### src/rtl/erase_seq_pkg.sv
package erase_seq_pkg;

    typedef enum logic [2:0] {
        S_IDLE,
        S_ERASE,
        S_DUMMY,
        S_VERIFY,
        S_FINISH
    } seq_state_t;

    localparam logic [7:0]  DUMMY_BYTE = 8'hFF;
    localparam logic [31:0] BLANK_WORD = 32'hFFFF_FFFF;

endpackage

### src/rtl/erase_pulse_timer.sv
module erase_pulse_timer #(
    parameter int unsigned ERASE_CYC = 200,
    parameter int unsigned WDOG_CYC  = 4000
) (
    input  logic clk_i,
    input  logic rst_ni,
    input  logic run_i,
    output logic pulse_end_o,
    output logic wd_trip_o
);
    localparam int unsigned MAXC = (ERASE_CYC > WDOG_CYC) ? ERASE_CYC : WDOG_CYC;
    localparam int unsigned CW   = $clog2(MAXC + 1);

    logic [CW-1:0] cnt_q;

    always_ff @(posedge clk_i) begin
        if (!rst_ni)    cnt_q <= '0;
        else if (run_i) cnt_q <= cnt_q + CW'(1);
        else            cnt_q <= '0;
    end

    assign pulse_end_o = run_i && (cnt_q == CW'(ERASE_CYC - 1));
    assign wd_trip_o   = run_i && (cnt_q == CW'(WDOG_CYC - 1));

    assert_wd_bound_R5: assert property (@(posedge clk_i) disable iff (!rst_ni)
        run_i |-> (cnt_q < CW'(WDOG_CYC)));

endmodule

### src/rtl/verify_scanner.sv
module verify_scanner #(
    parameter int unsigned           NBLK      = 4,
    parameter int unsigned           AW        = 16,
    parameter int unsigned           WW        = 8,
    parameter logic [NBLK*WW-1:0]    BLK_WORDS = {8'd16, 8'd4, 8'd8, 8'd4}
) (
    input  logic            clk_i,
    input  logic            rst_ni,
    input  logic [NBLK-1:0] sel_i,
    input  logic            load_i,
    input  logic            adv_i,
    input  logic            active_i,
    output logic [AW-1:0]   base_o,
    output logic [AW-1:0]   addr_o,
    output logic            last_o
);
    logic [AW-1:0] acc;
    logic [WW-1:0] len;
    logic [WW-1:0] idx_q;

    always_comb begin
        acc    = '0;
        base_o = '0;
        len    = '0;
        for (int b = 0; b < NBLK; b++) begin
            if (sel_i[b]) begin
                base_o = acc;
                len    = BLK_WORDS[b*WW +: WW];
            end
            acc = acc + AW'({BLK_WORDS[b*WW +: WW], 2'b00});
        end
    end

    always_ff @(posedge clk_i) begin
        if (!rst_ni)     idx_q <= '0;
        else if (load_i) idx_q <= '0;
        else if (adv_i)  idx_q <= idx_q + WW'(1);
    end

    assign addr_o = base_o + AW'({idx_q, 2'b00});
    assign last_o = (idx_q == len - WW'(1));

    assert_stay_in_block_R7: assert property (@(posedge clk_i) disable iff (!rst_ni)
        active_i |-> (idx_q <= len - WW'(1)));

endmodule

### src/rtl/blk_erase_seq.sv
module blk_erase_seq
    import erase_seq_pkg::*;
#(
    parameter int unsigned        NBLK      = 4,
    parameter int unsigned        AW        = 16,
    parameter int unsigned        WW        = 8,
    parameter logic [NBLK*WW-1:0] BLK_WORDS = {8'd16, 8'd4, 8'd8, 8'd4},
    parameter int unsigned        ERASE_CYC = 200,
    parameter int unsigned        WDOG_CYC  = 4000,
    parameter int unsigned        MAX_TRY   = 100
) (
    input  logic            clk_i,
    input  logic            rst_ni,
    input  logic            start_i,
    input  logic [NBLK-1:0] blk_mask_i,
    output logic            ers_en_o,
    output logic [NBLK-1:0] ers_blk_o,
    output logic            fl_wr_o,
    output logic            fl_rd_o,
    output logic [AW-1:0]   fl_addr_o,
    output logic [7:0]      fl_wdata_o,
    input  logic [31:0]     fl_rdata_i,
    output logic            irq_block_o,
    output logic            busy_o,
    output logic            done_o,
    output logic            pass_o,
    output logic            fail_o,
    output logic            sel_err_o,
    output logic [6:0]      retry_o
);
    seq_state_t      st_q, st_nx;
    logic [NBLK-1:0] sel_q;
    logic [6:0]      try_q;
    logic            pass_q, fail_q, selerr_q;

    logic            mask_ok, accept, word_ok, last_word;
    logic            pulse_end, wd_trip, scan_adv;
    logic            fin_pass, fin_fail;
    logic [AW-1:0]   base_addr, scan_addr;

    assign mask_ok = (blk_mask_i != '0) && ((blk_mask_i & (blk_mask_i - NBLK'(1))) == '0);
    assign accept  = (st_q == S_IDLE) && start_i && mask_ok;
    assign word_ok = (fl_rdata_i == BLANK_WORD);

    erase_pulse_timer #(.ERASE_CYC(ERASE_CYC), .WDOG_CYC(WDOG_CYC)) u_timer (
        .clk_i       (clk_i),
        .rst_ni      (rst_ni),
        .run_i       (st_q == S_ERASE),
        .pulse_end_o (pulse_end),
        .wd_trip_o   (wd_trip)
    );

    assign scan_adv = (st_q == S_VERIFY) && word_ok && !last_word;

    verify_scanner #(.NBLK(NBLK), .AW(AW), .WW(WW), .BLK_WORDS(BLK_WORDS)) u_scan (
        .clk_i    (clk_i),
        .rst_ni   (rst_ni),
        .sel_i    (sel_q),
        .load_i   (st_q == S_DUMMY),
        .adv_i    (scan_adv),
        .active_i (st_q == S_VERIFY),
        .base_o   (base_addr),
        .addr_o   (scan_addr),
        .last_o   (last_word)
    );

    // next state and end-of-run verdicts
    always_comb begin
        st_nx    = st_q;
        fin_pass = 1'b0;
        fin_fail = 1'b0;
        unique case (st_q)
            S_IDLE:   if (accept) st_nx = S_ERASE;            // T_ACCEPT
            S_ERASE: begin
                if (wd_trip) begin                             // T_WD_TRIP wins
                    st_nx    = S_FINISH;
                    fin_fail = 1'b1;
                end else if (pulse_end) begin
                    st_nx = S_DUMMY;                           // T_PULSE_END
                end
            end
            S_DUMMY:  st_nx = S_VERIFY;                        // T_SCAN
            S_VERIFY: begin
                if (!word_ok) begin
                    if (try_q >= 7'(MAX_TRY)) begin            // T_GIVE_UP
                        st_nx    = S_FINISH;
                        fin_fail = 1'b1;
                    end else begin
                        st_nx = S_ERASE;                       // T_REERASE
                    end
                end else if (last_word) begin                  // T_CLEAN
                    st_nx    = S_FINISH;
                    fin_pass = 1'b1;
                end
            end
            S_FINISH: st_nx = S_IDLE;                          // T_RETURN
            default:  st_nx = S_IDLE;
        endcase
    end

    // state register and run data
    always_ff @(posedge clk_i) begin
        if (!rst_ni) begin
            st_q     <= S_IDLE;
            sel_q    <= '0;
            try_q    <= '0;
            pass_q   <= 1'b0;
            fail_q   <= 1'b0;
            selerr_q <= 1'b0;
        end else begin
            st_q     <= st_nx;
            selerr_q <= (st_q == S_IDLE) && start_i && !mask_ok;
            if (accept) begin
                sel_q  <= blk_mask_i;
                try_q  <= 7'd1;
                pass_q <= 1'b0;
                fail_q <= 1'b0;
            end else begin
                if (st_q == S_VERIFY && st_nx == S_ERASE) try_q <= try_q + 7'd1;
                if (fin_pass) pass_q <= 1'b1;
                if (fin_fail) fail_q <= 1'b1;
            end
        end
    end

    // outputs
    always_comb begin
        ers_en_o   = 1'b0;
        fl_wr_o    = 1'b0;
        fl_rd_o    = 1'b0;
        fl_addr_o  = '0;
        fl_wdata_o = '0;
        done_o     = 1'b0;
        unique case (st_q)
            S_IDLE:   ;
            S_ERASE:  ers_en_o = 1'b1;
            S_DUMMY: begin
                fl_wr_o    = 1'b1;
                fl_addr_o  = base_addr;
                fl_wdata_o = DUMMY_BYTE;
            end
            S_VERIFY: begin
                fl_rd_o   = 1'b1;
                fl_addr_o = scan_addr;
            end
            S_FINISH: done_o = 1'b1;
            default:  ;
        endcase
        ers_blk_o   = ers_en_o ? sel_q : '0;
        busy_o      = (st_q != S_IDLE);
        irq_block_o = busy_o;
        pass_o      = pass_q;
        fail_o      = fail_q;
        sel_err_o   = selerr_q;
        retry_o     = try_q;
    end

    assert_reject_R1: assert property (@(posedge clk_i) disable iff (!rst_ni)
        ((st_q == S_IDLE) && start_i && !mask_ok) |=> (sel_err_o && !busy_o));
    assert_single_block_R2: assert property (@(posedge clk_i) disable iff (!rst_ni)
        ers_en_o |-> ($countones(ers_blk_o) == 1));
    assert_block_steady_R2: assert property (@(posedge clk_i) disable iff (!rst_ni)
        ers_en_o |=> (!ers_en_o || $stable(ers_blk_o)));
    assert_write_before_read_R6: assert property (@(posedge clk_i) disable iff (!rst_ni)
        $rose(fl_rd_o) |-> $past(fl_wr_o));
    assert_retry_cap_R8: assert property (@(posedge clk_i) disable iff (!rst_ni)
        retry_o <= 7'(MAX_TRY));
    assert_done_pulse_R10: assert property (@(posedge clk_i) disable iff (!rst_ni)
        done_o |=> !done_o);
    assert_verdict_R10: assert property (@(posedge clk_i) disable iff (!rst_ni)
        done_o |-> (pass_o != fail_o));
    assert_irq_cover_R11: assert property (@(posedge clk_i) disable iff (!rst_ni)
        (ers_en_o || fl_wr_o || fl_rd_o) |-> irq_block_o);

endmodule

### config.mk
export PLATFORM = sky130hd
export DESIGN_NAME = blk_erase_seq
export DESIGN_NICKNAME = d
export VERILOG_FILES = /design/src/rtl/erase_seq_pkg.sv /design/src/rtl/erase_pulse_timer.sv /design/src/rtl/verify_scanner.sv /design/src/rtl/blk_erase_seq.sv
export SDC_FILE = /design/constraint.sdc
export NUM_CORES = 1
export LEC_CHECK = 0
export CORE_ASPECT_RATIO = 0.7
export CORE_MARGIN = 3
export CORE_UTILIZATION = 57
export CTS_CLUSTER_DIAMETER = 200
export DETAILED_ROUTE_END_ITERATION = 12
export DONT_BUFFER_PORTS = 1
export HOLD_SLACK_MARGIN = 0.03
export PLACE_DENSITY = 0.85
export SLEW_MARGIN = 25
export SYNTH_ARGS = -nofsm -noshare
export SYNTH_HDL_FRONTEND = slang
export SYNTH_HIERARCHICAL = 1
export SYNTH_SLANG_ARGS = --single-unit
### constraint.sdc
create_clock -name clk_i -period 2.6 [get_ports clk_i]
set_clock_uncertainty 0.1 [all_clocks]
set_input_delay 0.39 -clock clk_i [delete_from_list [all_inputs] [get_ports clk_i]]
set_output_delay 0.39 -clock clk_i [all_outputs]
set_load 0.02 [all_outputs]
==> Implementation_results.wiki, run 1 <==
{| class="wikitable"
! Metric !! Value
|-
| Crit end category || register
|-
| Vias after detailed routing || 2293
|-
| Final core occ || 69.25%
|-
| Count of fill cells added during filler insertion || 288
|-
| Placed Instances || 349
|-
| Leakage dissipation || 0.001075 µW
|-
| Failing checks || setup timing
|-
| Final-report setup violation count || 2
|-
| Multiplexer share of the synthesized area || 2.408%
|-
| Count of different cell masters after synthesis || 45
|-
| Largest stage delay on the critical path || 420 ps
|-
| Top achievable clock speed || 375.1 MHz
|-
| Number of nets in the final layout || 360
|-
| Count of hold-fix buffers inserted at cts || 0
|-
| Worst-case headroom to the max-slew limit || 52.62%
|-
| Gr usage total || 22.78%
|-
| Launch point of the worst path || sel_q[0]
|-
| Actual transition at the worst max-transition pin || 709.1 ps
|-
| Result of the run || finished with violations
|-
| Share of synthesized cell area in full adder, half adder and majority cells || 5.319%
|-
| Power density relative to cell area || 441.0 nW/µm²
|-
| Critical path fanouts, max || 3
|-
| GP Congestion || 0.9172
|-
| Cell type with the highest aggregate area in the netlist || sky130_fd_sc_hd__dfxtp_1
|-
| Largest net degree at the start of global routing || 17
|-
| Commonest cells post-synth || 37 x sky130_fd_sc_hd__dfxtp_1, 32 x sky130_fd_sc_hd__buf_4, 20 x sky130_fd_sc_hd__a21oi_1, 20 x sky130_fd_sc_hd__nor2_1, 17 x sky130_fd_sc_hd__a22o_1
|-
| Area added between synthesis and finish || 12.90%
|-
| Fraction of layout instances using a drive strength above 1 || 22.12%
|-
| Cell count after synthesis || 302
|-
| Cell area after synthesis || 2494 µm²
|-
| Clock transition at path regs || 80 ps
|-
| Clk_lat worst skew || 300 ps
|-
| XOR/XNOR Fraction of Synth Area || 5.971%
|-
| YS warnings || 6
|-
| Required time of the critical path || 2740 ps
|-
| Main flop type after synthesis || sky130_fd_sc_hd__dfxtp_1
|-
| Final Slew Violations || 0
|-
| Rows || 19
|-
| Number of top-level pins || 83
|-
| Final Instance Count excl. Fillers || 364
|-
| Area share of the largest cell type after synthesis || 29.70%
|-
| Final worst path period share || 102.5%
|-
| Part of the Yosys area used for sequential elements || 29.70%
|-
| Standard cell core area || 4065 µm²
|-
| Crit path kind || register to register
|-
| Synth Area in Compound Gates || 17.61%
|-
| CP Cell Sequence || nor2b_4 > o21ai_2 > ha_2 > ha_4 > xor2_1 > nand4_1 > a211oi_1 > or3_1 > inv_2 > nand3_4 > or3_4 > a21oi_2
|-
| Worst Path Buf+Inv || 1
|-
| Number of enable-type register cells in the synthesized netlist || 0
|-
| Leading cell type by number of instances after synthesis || sky130_fd_sc_hd__dfxtp_1
|-
| Cell types occupying the most area after synthesis || sky130_fd_sc_hd__dfxtp_1 30%, sky130_fd_sc_hd__buf_4 9.6%, sky130_fd_sc_hd__a22o_1 6.0%, sky130_fd_sc_hd__ha_1 4.5%, sky130_fd_sc_hd__a21oi_1 4.0%
|-
| Total grt overflow || 0
|-
| Initial antenna violation count || 0
|-
| Slowest library cell on the worst path || sky130_fd_sc_hd__or3_1
|-
| Number of buffers created by CTS || 5
|-
| CTS Root Buffer Type || sky130_fd_sc_hd__clkbuf_8
|-
| Setup slack after layout || -66.13 ps
|-
| Maximum buffer depth of the clock tree || 2
|-
| Inserted Diodes || 0
|-
| HPWL after detailed placement || 4.406 mm
|-
| First-pass DRT Iterations || 5
|-
| Min cycle time layout || 2666 ps
|-
| Quantity of I/O buffers inserted on ports || 0
|-
| Synthesized-area fraction occupied by and/or/nand/nor cells || 25.89%
|-
| Number of design-rule violations left by the first detailed-router iteration || 236
|-
| Total Routed Length || 6.658 mm
|-
| Chip height || 61.34 µm
|-
| Vias per Instance || 6.299
|-
| Post-detailed-route wirelength per cell || 18.29 µm
|-
| Crit Reg-Reg Startpoint || sel_q[0]
|-
| Share of synthesized registers carrying an async set or reset || 0%
|-
| DRC errors left || 0
|-
| Die Footprint || 5217 µm²
|-
| Starting Density || 61.34%
|-
| Clk sink count || 37
|-
| Launch instance of the worst min-delay path || blk_mask_i[3]
|-
| FF+latch count, synth || 37
|-
| Synthesized area divided by synthesized cell count || 8.257 µm²
|-
| Clock tree from TritonCTS || built
|-
| Worst slack on hold paths || 137.1 ps
|-
| Area after DPL || 2495 µm²
|-
| Die width || 85.06 µm
|-
| Wire length of the first global-routing pass || 9.335 mm
|-
| Endpoints failing hold || 0
|-
| Dominant combinational cell family by area after synthesis || simple AND/OR/NAND/NOR gates
|-
| Worst path arrival time || 2800 ps
|-
| Via count of the first global-routing pass || 1936
|-
| Worst IR drop on VDD || 0.3062 mV
|-
| Unrepaired setup endpoints after global routing || true
|-
| Setup WS pre-CTS || -32.32 ps
|-
| Worst min path class || input pin to register
|-
| Remaining antenna violation count || 0
|-
| Cell class contributing the biggest share of worst-path delay || simple AND/OR/NAND/NOR gates
|-
| H-tree depth || 2
|-
| Cell area after layout || 2815 µm²
|-
| Kind of launch point of the worst setup path || register
|-
| Max-cap violation count || 0
|}
==> final cells by class <==
cell class	instances	area, µm²	share of cell area, %
clock buffers	6	82.58	2.933
clock inverters	2	37.54	1.333
inverters	13	48.80	1.733
multi-input cells	231	1637	58.13
flip-flops and latches	37	755.7	26.84
well taps	52	65.06	2.311
repair buffers	23	188.9	6.711
==> sequential cells by signal, summed over array words and instances (netlist names) <==
name / flops
u_timer/cnt_q: 12
u_scan/idx_q: 8
retry_o: 7
sel_q: 4
st_q: 3
fail_o: 1
pass_o: 1
sel_err_o: 1
==> what timing repair did <==
action / in CTS / in global routing
gates resized for setup: 12 / 29
setup buffers: 3 / 4
cloned: 0 / 0
endpoints found under the setup margin: 7 / 8
hold endpoints to repair: 0 / 0
pin swaps: 3 / 11
==> worst paths after layout <==
path                      end  slack [ps]  depth (start not counted)
min reg2reg  u_timer/cnt_q[0]         380                          1
min                  sel_q[3]         140                          2
max           u_scan/idx_q[5]         -70                         12
max reg2reg   u_scan/idx_q[5]         -70                         12
==> power by group <==
part	leakage [µW]	switching (µW)	total [µW]	internal, µW
Clock	0.0000574	219	531	312
Combinational	0.000715	74.6	125	50.6
Sequential	0.000303	12.8	586	573
Total	0.00108	306	1240	935
==> placed cells by master, fill, tap and decap left out, types with 7 or more instances in the layout <==
master	Yosys	layout
sky130_fd_sc_hd__nand2_1	16	16
sky130_fd_sc_hd__nor2_1	20	18
sky130_fd_sc_hd__nand4_1	14	14
sky130_fd_sc_hd__a22o_1	17	14
sky130_fd_sc_hd__nand3_1	14	13
sky130_fd_sc_hd__o21ai_0	9	8
sky130_fd_sc_hd__conb_1	1	20
sky130_fd_sc_hd__a21oi_1	20	16
sky130_fd_sc_hd__xnor2_1	7	7
sky130_fd_sc_hd__dfxtp_1	37	31
sky130_fd_sc_hd__buf_4	32	21
sky130_fd_sc_hd__xor2_1	10	10
sky130_fd_sc_hd__o31ai_1	7	7
sky130_fd_sc_hd__inv_1	13	11
==> routing by layer <==
layer	wire [µm]	track usage (%)
met5	0	0
met4	127	8.804
met3	621	5.080
met2	3190	37.06
met1	2719	30.15
==> cells by family after synthesis <==
family                   after synthesis
other                                  1
AND/OR/NAND/NOR                      114
buffers and inverters                 53
AO/OA/AOI/OAI                         64
flip-flops                            37
adder cells (fa/ha/maj)               10
XOR/XNOR                              17
multiplexers                           6
==> worst register-to-register path, stage by stage (launching register included) <==
cell	delay, ps
sky130_fd_sc_hd__dfxtp_2	330
sky130_fd_sc_hd__nor2b_4	120
sky130_fd_sc_hd__o21ai_2	160
sky130_fd_sc_hd__ha_2	210
sky130_fd_sc_hd__ha_4	200
sky130_fd_sc_hd__xor2_1	140
sky130_fd_sc_hd__nand4_1	110
sky130_fd_sc_hd__a211oi_1	70
sky130_fd_sc_hd__or3_1	420
sky130_fd_sc_hd__inv_2	150
sky130_fd_sc_hd__nand3_4	100
sky130_fd_sc_hd__or3_4	350
sky130_fd_sc_hd__a21oi_2	150
==> through the flow <==
| stage | TNS (ps) | total power (µW) |
|---|---|---|
| after floorplan | 0 | 693.0 |
| after global placement | 0 | 693.9 |
| after detailed placement | -42.40 | 697.6 |
| after CTS | -11.14 | 1221 |
| after global routing | -580.8 | 1285 |
| final | -91.01 | 1242 |
Note: power is estimated with default switching activity, not from simulation.
==> run 2: changes to the inputs <==
--- a/config.mk
+++ b/config.mk
@@ -13,6 +13,7 @@
 export DONT_BUFFER_PORTS = 1
 export HOLD_SLACK_MARGIN = 0.03
 export PLACE_DENSITY = 0.85
+export REMOVE_ABC_BUFFERS = 1
 export SLEW_MARGIN = 25
 export SYNTH_ARGS = -nofsm -noshare
 export SYNTH_HDL_FRONTEND = slang
==> run 2 against run 1 <==
The flow still finishes with violations (setup timing). Sequential power about the same. Sequential share of layout area increased by 0.46 points. Global-route usage decreased by 0.23 points. Via count decreased by 3.2%. Combinational power decreased by 3%. Setup slack improved by 40 ps. Non-clock buffer count unchanged. Total power decreased by 10%. Largest cell class unchanged. Largest power group unchanged.
==> Implementation_results.wiki, run 2 (same netlist as run 1, synthesis figures left out) <==
{| class="wikitable"
! Metric !! Value
|-
| Result of the run || finished with violations
|-
| Failing checks || setup timing
|-
| Final Slew Violations || 0
|-
| Combinational share of power || 10.9%
|-
| Inserted Diodes || 0
|-
| Worst-case headroom to the max-slew limit || 51.85%
|-
| Maximum buffer depth of the clock tree || 2
|-
| Largest net degree at the start of global routing || 15
|-
| Commonest cells after routing, fill and taps aside || 33 x sky130_fd_sc_hd__dfxtp_1, 20 x sky130_fd_sc_hd__conb_1, 19 x sky130_fd_sc_hd__buf_4
|-
| Starting Density || 61.34%
|-
| Clock tree from TritonCTS || built
|-
| First-pass DRT Iterations || 4
|-
| Number of top-level pins || 83
|-
| Total Routed Length || 5.962 mm
|-
| Number of design-rule violations left by the first detailed-router iteration || 214
|-
| Vias per Instance || 6.099
|-
| Min cycle time layout || 2626 ps
|-
| Met2 Use GR || 36.17%
|-
| Number of cells on the worst reg-to-reg path || 13
|-
| Area after DPL || 2502 µm²
|-
| Power density relative to cell area || 405.8 nW/µm²
|-
| Crit Reg-Reg Startpoint || sel_q[2]
|-
| Count of fill cells added during filler insertion || 317
|-
| Met1 routing resource usage after global routing || 29.20%
|-
| Most common library cell in the layout ignoring fill and taps || sky130_fd_sc_hd__dfxtp_1
|-
| Actual transition at the worst max-transition pin || 720.8 ps
|-
| Clk_lat worst skew || 300 ps
|-
| Number of buffers created by CTS || 5
|-
| Clock transition at path regs || 80 ps
|-
| CTS Root Buffer Type || sky130_fd_sc_hd__clkbuf_8
|-
| Vias after detailed routing || 2220
|-
| Remaining antenna violation count || 0
|-
| Area added between synthesis and finish || 9.885%
|-
| GR peak layer || met2
|-
| Met3 usage in global routing || 6.150%
|-
| Rows || 19
|-
| Quantity of I/O buffers inserted on ports || 0
|-
| Worst IR drop on VDD || 0.2867 mV
|-
| Reg2reg end || u_scan/idx_q[6]
|-
| Crit path kind || register to output pin
|-
| Register containing the most flip-flops in the final layout || u_timer/cnt_q
|-
| Initial antenna violation count || 0
|-
| Final-report setup violation count || 1
|-
| Top achievable clock speed || 380.8 MHz
|-
| Clock share of power || 36.5%
|-
| Cell internal power dissipation || 807.3 µW
|-
| HPWL after detailed placement || 4.284 mm
|-
| Sequential power share || 52.6%
|-
| Worst path arrival time || 2140 ps
|-
| Leakage dissipation || 0.001050 µW
|-
| Max-cap violation count || 0
|-
| Launch point of the worst path || sel_q[2]
|-
| GP Congestion || 0.8900
|-
| Post-detailed-route wirelength per cell || 16.38 µm
|-
| Overall power consumption || 1112 µW
|-
| Unrepaired setup endpoints after global routing || true
|-
| Count of hold-fix buffers inserted at cts || 0
|-
| Clk sink count || 37
|-
| DRC errors left || 0
|-
| Reg2Reg Setup Slack || 20 ps
|-
| Number of nets in the final layout || 360
|-
| Die width || 85.06 µm
|-
| Critical path fanouts, max || 5
|-
| Number of flip-flops in the largest register || 12
|-
| Cell area after layout || 2740 µm²
|-
| Required time of the critical path || 2110 ps
|-
| Endpoints failing hold || 0
|-
| Top flop regs || u_timer/cnt_q (12), u_scan/idx_q (8), retry_o (7)
|-
| Setup WS pre-CTS || -46.64 ps
|-
| Standard cell core area || 4065 µm²
|-
| Final worst path period share || 101.0%
|-
| Setup slack after layout || -26.34 ps
|-
| Wire length of the first global-routing pass || 9.218 mm
|-
| H-tree depth || 2
|-
| Crit end category || output pin
|-
| Via count of the first global-routing pass || 2013
|-
| Fraction of layout instances using a drive strength above 1 || 20.51%
|-
| Chip height || 61.34 µm
|-
| Sw Ratio || 27.39%
|-
| Kind of launch point of the worst setup path || register
|-
| Die Footprint || 5217 µm²
|-
| Net Switching || 304.6 µW
|-
| Endpoint of the worst setup timing path || fl_addr_o[8]
|-
| Total grt overflow || 0
|-
| Final core occ || 67.41%
|-
| Gr usage total || 22.54%
|-
| Worst min path class || input pin to register
|}
## run 2: cell count changes in the layout (fill, tap and decap cells not counted), sizes merged
cell,change
bufinv,-1
clkinv,+2
clkbuf,-1
## run 2: what timing repair did
item,4_1_cts,5_1_grt
setup buffers,3,3
setup endpoints to repair,7,13
cloned,0,0
pin swaps,6,14
gates resized for setup,19,16
## run 2: final cells by class
type	count	area, µm²	share of cell area, %
clock inverter	3	17.52	0.6393
inverter	13	51.30	1.872
tap	52	65.06	2.374
clock buffer	5	68.82	2.511
timing repair buffer	23	196.4	7.169
multi-input combinational	231	1593	58.13
sequential	37	748.2	27.31
## run 2: routing by layer
layer  wire [µm]  vias up
met4          72        0
met1        2561     1051
li1            -     1065
met3         543        8
met2        2785       96
met5           0        -
## run 2: worst min-delay path by stage
stage / cells past startpoint / start / endpoint
CTS: 2 / rst_ni / sel_err_o
detailed placement: 1 / u_timer/cnt_q[0] / u_timer/cnt_q[0]
floorplan: 1 / u_timer/cnt_q[0] / u_timer/cnt_q[0]
global placement: 1 / u_timer/cnt_q[0] / u_timer/cnt_q[0]
finish: 2 / rst_ni / sel_err_o
global route: 2 / rst_ni / sel_err_o
## run 2: stage by stage
stage	TNS [ps]	hold slack, ps	std cells
2_1_floorplan	-22420	330.3	281
3_3_place_gp	0	340.0	350
3_5_place_dp	-91.66	363.2	350
4_1_cts	-47.19	112.8	361
5_1_grt	-355.8	110.2	364
6_report	-26.34	110.0	364
## run 2: power by group through the flow
stage	Combinational (µW)	Clock, µW	Sequential, µW
2_1_floorplan	70.8	0	597
3_3_place_gp	96.1	0	597
3_5_place_dp	99.9	0	597
4_1_cts	110	411	583
5_1_grt	132	433	586
6_report	121	406	585
## run 2: critical path, stage by stage, from the launching register on
cell and delay [ps]:
sky130_fd_sc_hd__dfxtp_4 370, sky130_fd_sc_hd__buf_6 120, sky130_fd_sc_hd__nor2_4 100, sky130_fd_sc_hd__nor2_4 60, sky130_fd_sc_hd__ha_4 160, sky130_fd_sc_hd__fa_2 350
sky130_fd_sc_hd__a21oi_2 170, sky130_fd_sc_hd__nor2b_1 70, sky130_fd_sc_hd__xor2_1 140, sky130_fd_sc_hd__a22o_2 300
==> run 3: changes to the inputs <==
--- a/config.mk
+++ b/config.mk
@@ -5,14 +5,15 @@
 export SDC_FILE = /design/constraint.sdc
 export NUM_CORES = 1
 export LEC_CHECK = 0
+export ABC_AREA = 1
 export CORE_ASPECT_RATIO = 0.7
 export CORE_MARGIN = 3
-export CORE_UTILIZATION = 57
+export CORE_UTILIZATION = 58
 export CTS_CLUSTER_DIAMETER = 200
 export DETAILED_ROUTE_END_ITERATION = 12
 export DONT_BUFFER_PORTS = 1
 export HOLD_SLACK_MARGIN = 0.03
-export PLACE_DENSITY = 0.85
+export PLACE_DENSITY = 0.86
 export REMOVE_ABC_BUFFERS = 1
 export SLEW_MARGIN = 25
 export SYNTH_ARGS = -nofsm -noshare
==> run 3 against run 2 <==
The run now ends clean. Clock power is 2% higher. Critical endpoint is now retry_o[1]. Sequential share of layout area decreased by 1.9 points. Worst hold slack worse by 29 ps.
==> Implementation_results.wiki, run 3 <==
{| class="wikitable"
! Metric !! Value
|-
| Result of the run || completed
|-
| Leakage dissipation || 0.001230 µW
|-
| Vias per Instance || 5.482
|-
| Clk sink count || 37
|-
| Actual transition at the worst max-transition pin || 735.6 ps
|-
| Setup slack after layout || 21.90 ps
|-
| Area added between synthesis and finish || 6.040%
|-
| Top achievable clock speed || 387.9 MHz
|-
| Maximum buffer depth of the clock tree || 2
|-
| Most common library cell in the layout ignoring fill and taps || sky130_fd_sc_hd__nand2_1
|-
| Setup WS pre-CTS || 21.78 ps
|-
| Cell internal power dissipation || 822.2 µW
|-
| DRC errors left || 0
|-
| H-tree depth || 2
|-
| Number of top-level pins || 83
|-
| Reg2reg end || retry_o[1]
|-
| Quantity of I/O buffers inserted on ports || 0
|-
| Power density relative to cell area || 396.8 nW/µm²
|-
| Number of enable-type register cells in the synthesized netlist || 0
|-
| Main flop type after synthesis || sky130_fd_sc_hd__dfxtp_1
|-
| Crit Reg-Reg Startpoint || sel_q[1]
|-
| Total grt overflow || 0
|-
| Worst min path class || input pin to register
|-
| Sequential power share || 50.7%
|-
| Net Switching || 337.1 µW
|-
| CTS Root Buffer Type || sky130_fd_sc_hd__clkbuf_8
|-
| Final Instance Count excl. Fillers || 463
|-
| Endpoints failing hold || 0
|-
| Critical path fanouts, max || 7
|-
| Commonest cells after routing, fill and taps aside || 83 x sky130_fd_sc_hd__nand2_1, 47 x sky130_fd_sc_hd__nor2_1, 46 x sky130_fd_sc_hd__inv_1
|-
| Synthesized area divided by synthesized cell count || 6.786 µm²
|-
| Worst path arrival time || 2670 ps
|-
| Final Slew Violations || 0
|-
| Worst IR drop on VDD || 0.2845 mV
|-
| Total Routed Length || 6.446 mm
|-
| Count of fill cells added during filler insertion || 388
|-
| Hold path endpoint || retry_o[0]
|-
| Count of different cell masters after synthesis || 35
|-
| Cell types occupying the most area after synthesis || sky130_fd_sc_hd__dfxtp_1 27%, sky130_fd_sc_hd__nand2_1 11%, sky130_fd_sc_hd__buf_4 9.0%, sky130_fd_sc_hd__nor2_1 6.7%, sky130_fd_sc_hd__inv_1 6.4%
|-
| Cell area after synthesis || 2755 µm²
|-
| Number of nets in the final layout || 456
|-
| Initial antenna violation count || 0
|-
| Met3 WL post-DR || 699 µm
|-
| Number of cells on the worst reg-to-reg path || 18
|-
| Required time of the critical path || 2690 ps
|-
| Number of design-rule violations left by the first detailed-router iteration || 197
|-
| Kind of launch point of the worst setup path || register
|-
| Cell type with the highest aggregate area in the netlist || sky130_fd_sc_hd__dfxtp_1
|-
| Share of synthesized registers carrying an async set or reset || 0%
|-
| Crit end category || register
|-
| Number of buffers created by CTS || 5
|-
| Commonest cells post-synth || 84 x sky130_fd_sc_hd__nand2_1, 49 x sky130_fd_sc_hd__nor2_1, 47 x sky130_fd_sc_hd__inv_1
|-
| Clock share of power || 35.9%
|-
| HPWL after detailed placement || 4.789 mm
|-
| Vias after detailed routing || 2538
|-
| GP Congestion || 0.8790
|-
| Final core occ || 65.59%
|-
| Largest net degree at the start of global routing || 21
|-
| Worst-case headroom to the max-slew limit || 50.58%
|-
| Overall power consumption || 1159 µW
|-
| Sw Ratio || 29.08%
|-
| Inserted Diodes || 0
|-
| Number of flip-flops in the largest register || 12
|-
| Min cycle time layout || 2578 ps
|-
| Clock tree from TritonCTS || built
|-
| Wire length of the first global-routing pass || 9.873 mm
|-
| First-pass DRT Iterations || 5
|-
| Die width || 88.38 µm
|-
| Clk_lat worst skew || 300 ps
|-
| Gr usage total || 22.12%
|-
| Hold Path Stages || 2
|-
| Final-report setup violation count || 0
|-
| Leading cell type by number of instances after synthesis || sky130_fd_sc_hd__nand2_1
|-
| Part of the Yosys area used for sequential elements || 26.88%
|-
| YS warnings || 6
|-
| Crit path kind || register to register
|-
| Uppermost routed layer || met4
|-
| Top flop regs || u_timer/cnt_q (12), u_scan/idx_q (8), retry_o (7)
|-
| Standard cell core area || 4454 µm²
|-
| Rows || 20
|-
| Fraction of layout instances using a drive strength above 1 || 18.14%
|-
| Placed Instances || 450
|-
| Reg2Reg Setup Slack || 20 ps
|-
| Clock transition at path regs || 90 ps
|-
| FF+latch count, synth || 37
|-
| Length of routed wiring on met1 || 2.777 mm
|-
| Via count of the first global-routing pass || 2237
|-
| Remaining antenna violation count || 0
|-
| Register containing the most flip-flops in the final layout || u_timer/cnt_q
|-
| Launch instance of the worst min-delay path || rst_ni
|-
| Combinational share of power || 13.4%
|-
| Die Footprint || 5626 µm²
|-
| Area share of the largest cell type after synthesis || 26.88%
|-
| Starting Density || 61.85%
|-
| Post-detailed-route wirelength per cell || 13.92 µm
|-
| Final worst path period share || 99.16%
|-
| Cell count after synthesis || 406
|-
| Unrepaired setup endpoints after global routing || true
|-
| Routed length on met2 || 2.903 mm
|-
| Chip height || 63.67 µm
|-
| Max-cap violation count || 0
|}
## run 3: timing repair
item	4_1_cts	5_1_grt
resized for setup	1	21
hold buffers	0	0
setup endpoints to repair	1	17
cloned	0	0
buffers inserted	0	5
pin swaps	0	15
hold endpoints to repair	0	0
## run 3: cell type report
cell class,instances,area (µm²),area share [%]
Inverter,55,207.7,7.109
Timing Repair Buffer,13,122.6,4.197
Tap cell,55,68.82,2.355
Clock buffer,5,68.82,2.355
Clock inverter,3,22.52,0.7709
Multi-Input combinational cell,295,1688,57.77
Sequential cell,37,743.2,25.44
## run 3: through the flow
step / cell area [µm²] / hold WS, ps / setup TNS, ps
final: 2922 / 80.88 / 0
after detailed placement: 2696 / 349.8 / 0
after floorplan: 2555 / 329.7 / -4886
after global placement: 2696 / 343.5 / 0
after global routing: 2922 / 77.95 / -1521
after CTS: 2790 / 87.98 / 0
## run 3: how the worst max path moves through the flow
| stage | from | endpoint | slack, ps | depth (start not counted) |
|---|---|---|---|---|
| floorplan | st_q[1] | fl_addr_o[4] | -440 | 3 |
| global placement | sel_q[1] | retry_o[0] | 160 | 20 |
| detailed placement | sel_q[2] | retry_o[0] | 20 | 19 |
| CTS | sel_q[2] | retry_o[0] | 2 | 19 |
| global route | sel_q[1] | retry_o[1] | -190 | 18 |
| finish | sel_q[1] | retry_o[1] | 20 | 18 |
## run 3: logic make-up after synthesis
| family | after synthesis | share of synthesized area, % |
|---|---|---|
| buffers and inverters | 93 | 17.39 |
| AO/OA/AOI/OAI | 57 | 13.12 |
| adder cells (fa/ha/maj) | 10 | 4.814 |
| other | 1 | 0.1361 |
| flip-flops | 37 | 26.88 |
| XOR/XNOR | 10 | 3.179 |
| AND/OR/NAND/NOR | 198 | 34.47 |
## run 3: worst max-delay path, cell delays in order (launching register included)
cell and delay, ps:
sky130_fd_sc_hd__dfxtp_2 350, sky130_fd_sc_hd__inv_2 60, sky130_fd_sc_hd__nand2_1 40, sky130_fd_sc_hd__nand2_1 70, sky130_fd_sc_hd__nand2_1 80, sky130_fd_sc_hd__ha_2 200, sky130_fd_sc_hd__ha_4 260, sky130_fd_sc_hd__xor2_1 170
sky130_fd_sc_hd__nand2_1 70, sky130_fd_sc_hd__nor2_1 100, sky130_fd_sc_hd__nand2_1 90, sky130_fd_sc_hd__nor2_4 190, sky130_fd_sc_hd__nand3_1 120, sky130_fd_sc_hd__nand3_2 130, sky130_fd_sc_hd__nand2_4 100, sky130_fd_sc_hd__nand2_4 120
sky130_fd_sc_hd__clkinv_2 70, sky130_fd_sc_hd__nor2_1 90, sky130_fd_sc_hd__nor2_1 50
## run 3: power groups by stage
stage               Sequential, µW  Clock [µW]  Combinational, µW
detailed placement             600           0                129
global placement               599           0                124
floorplan                      599           0               99.7
global route                   589         448                176
CTS                            586         417                130
finish                         587         416                156
## run 3: routing by layer
layer | vias up | track usage, %
met2 | 154 | 34.33
met1 | 1118 | 30.42
li1 | 1258 | -
met5 | - | 0
met4 | 0 | 6.226
met3 | 8 | 5.229
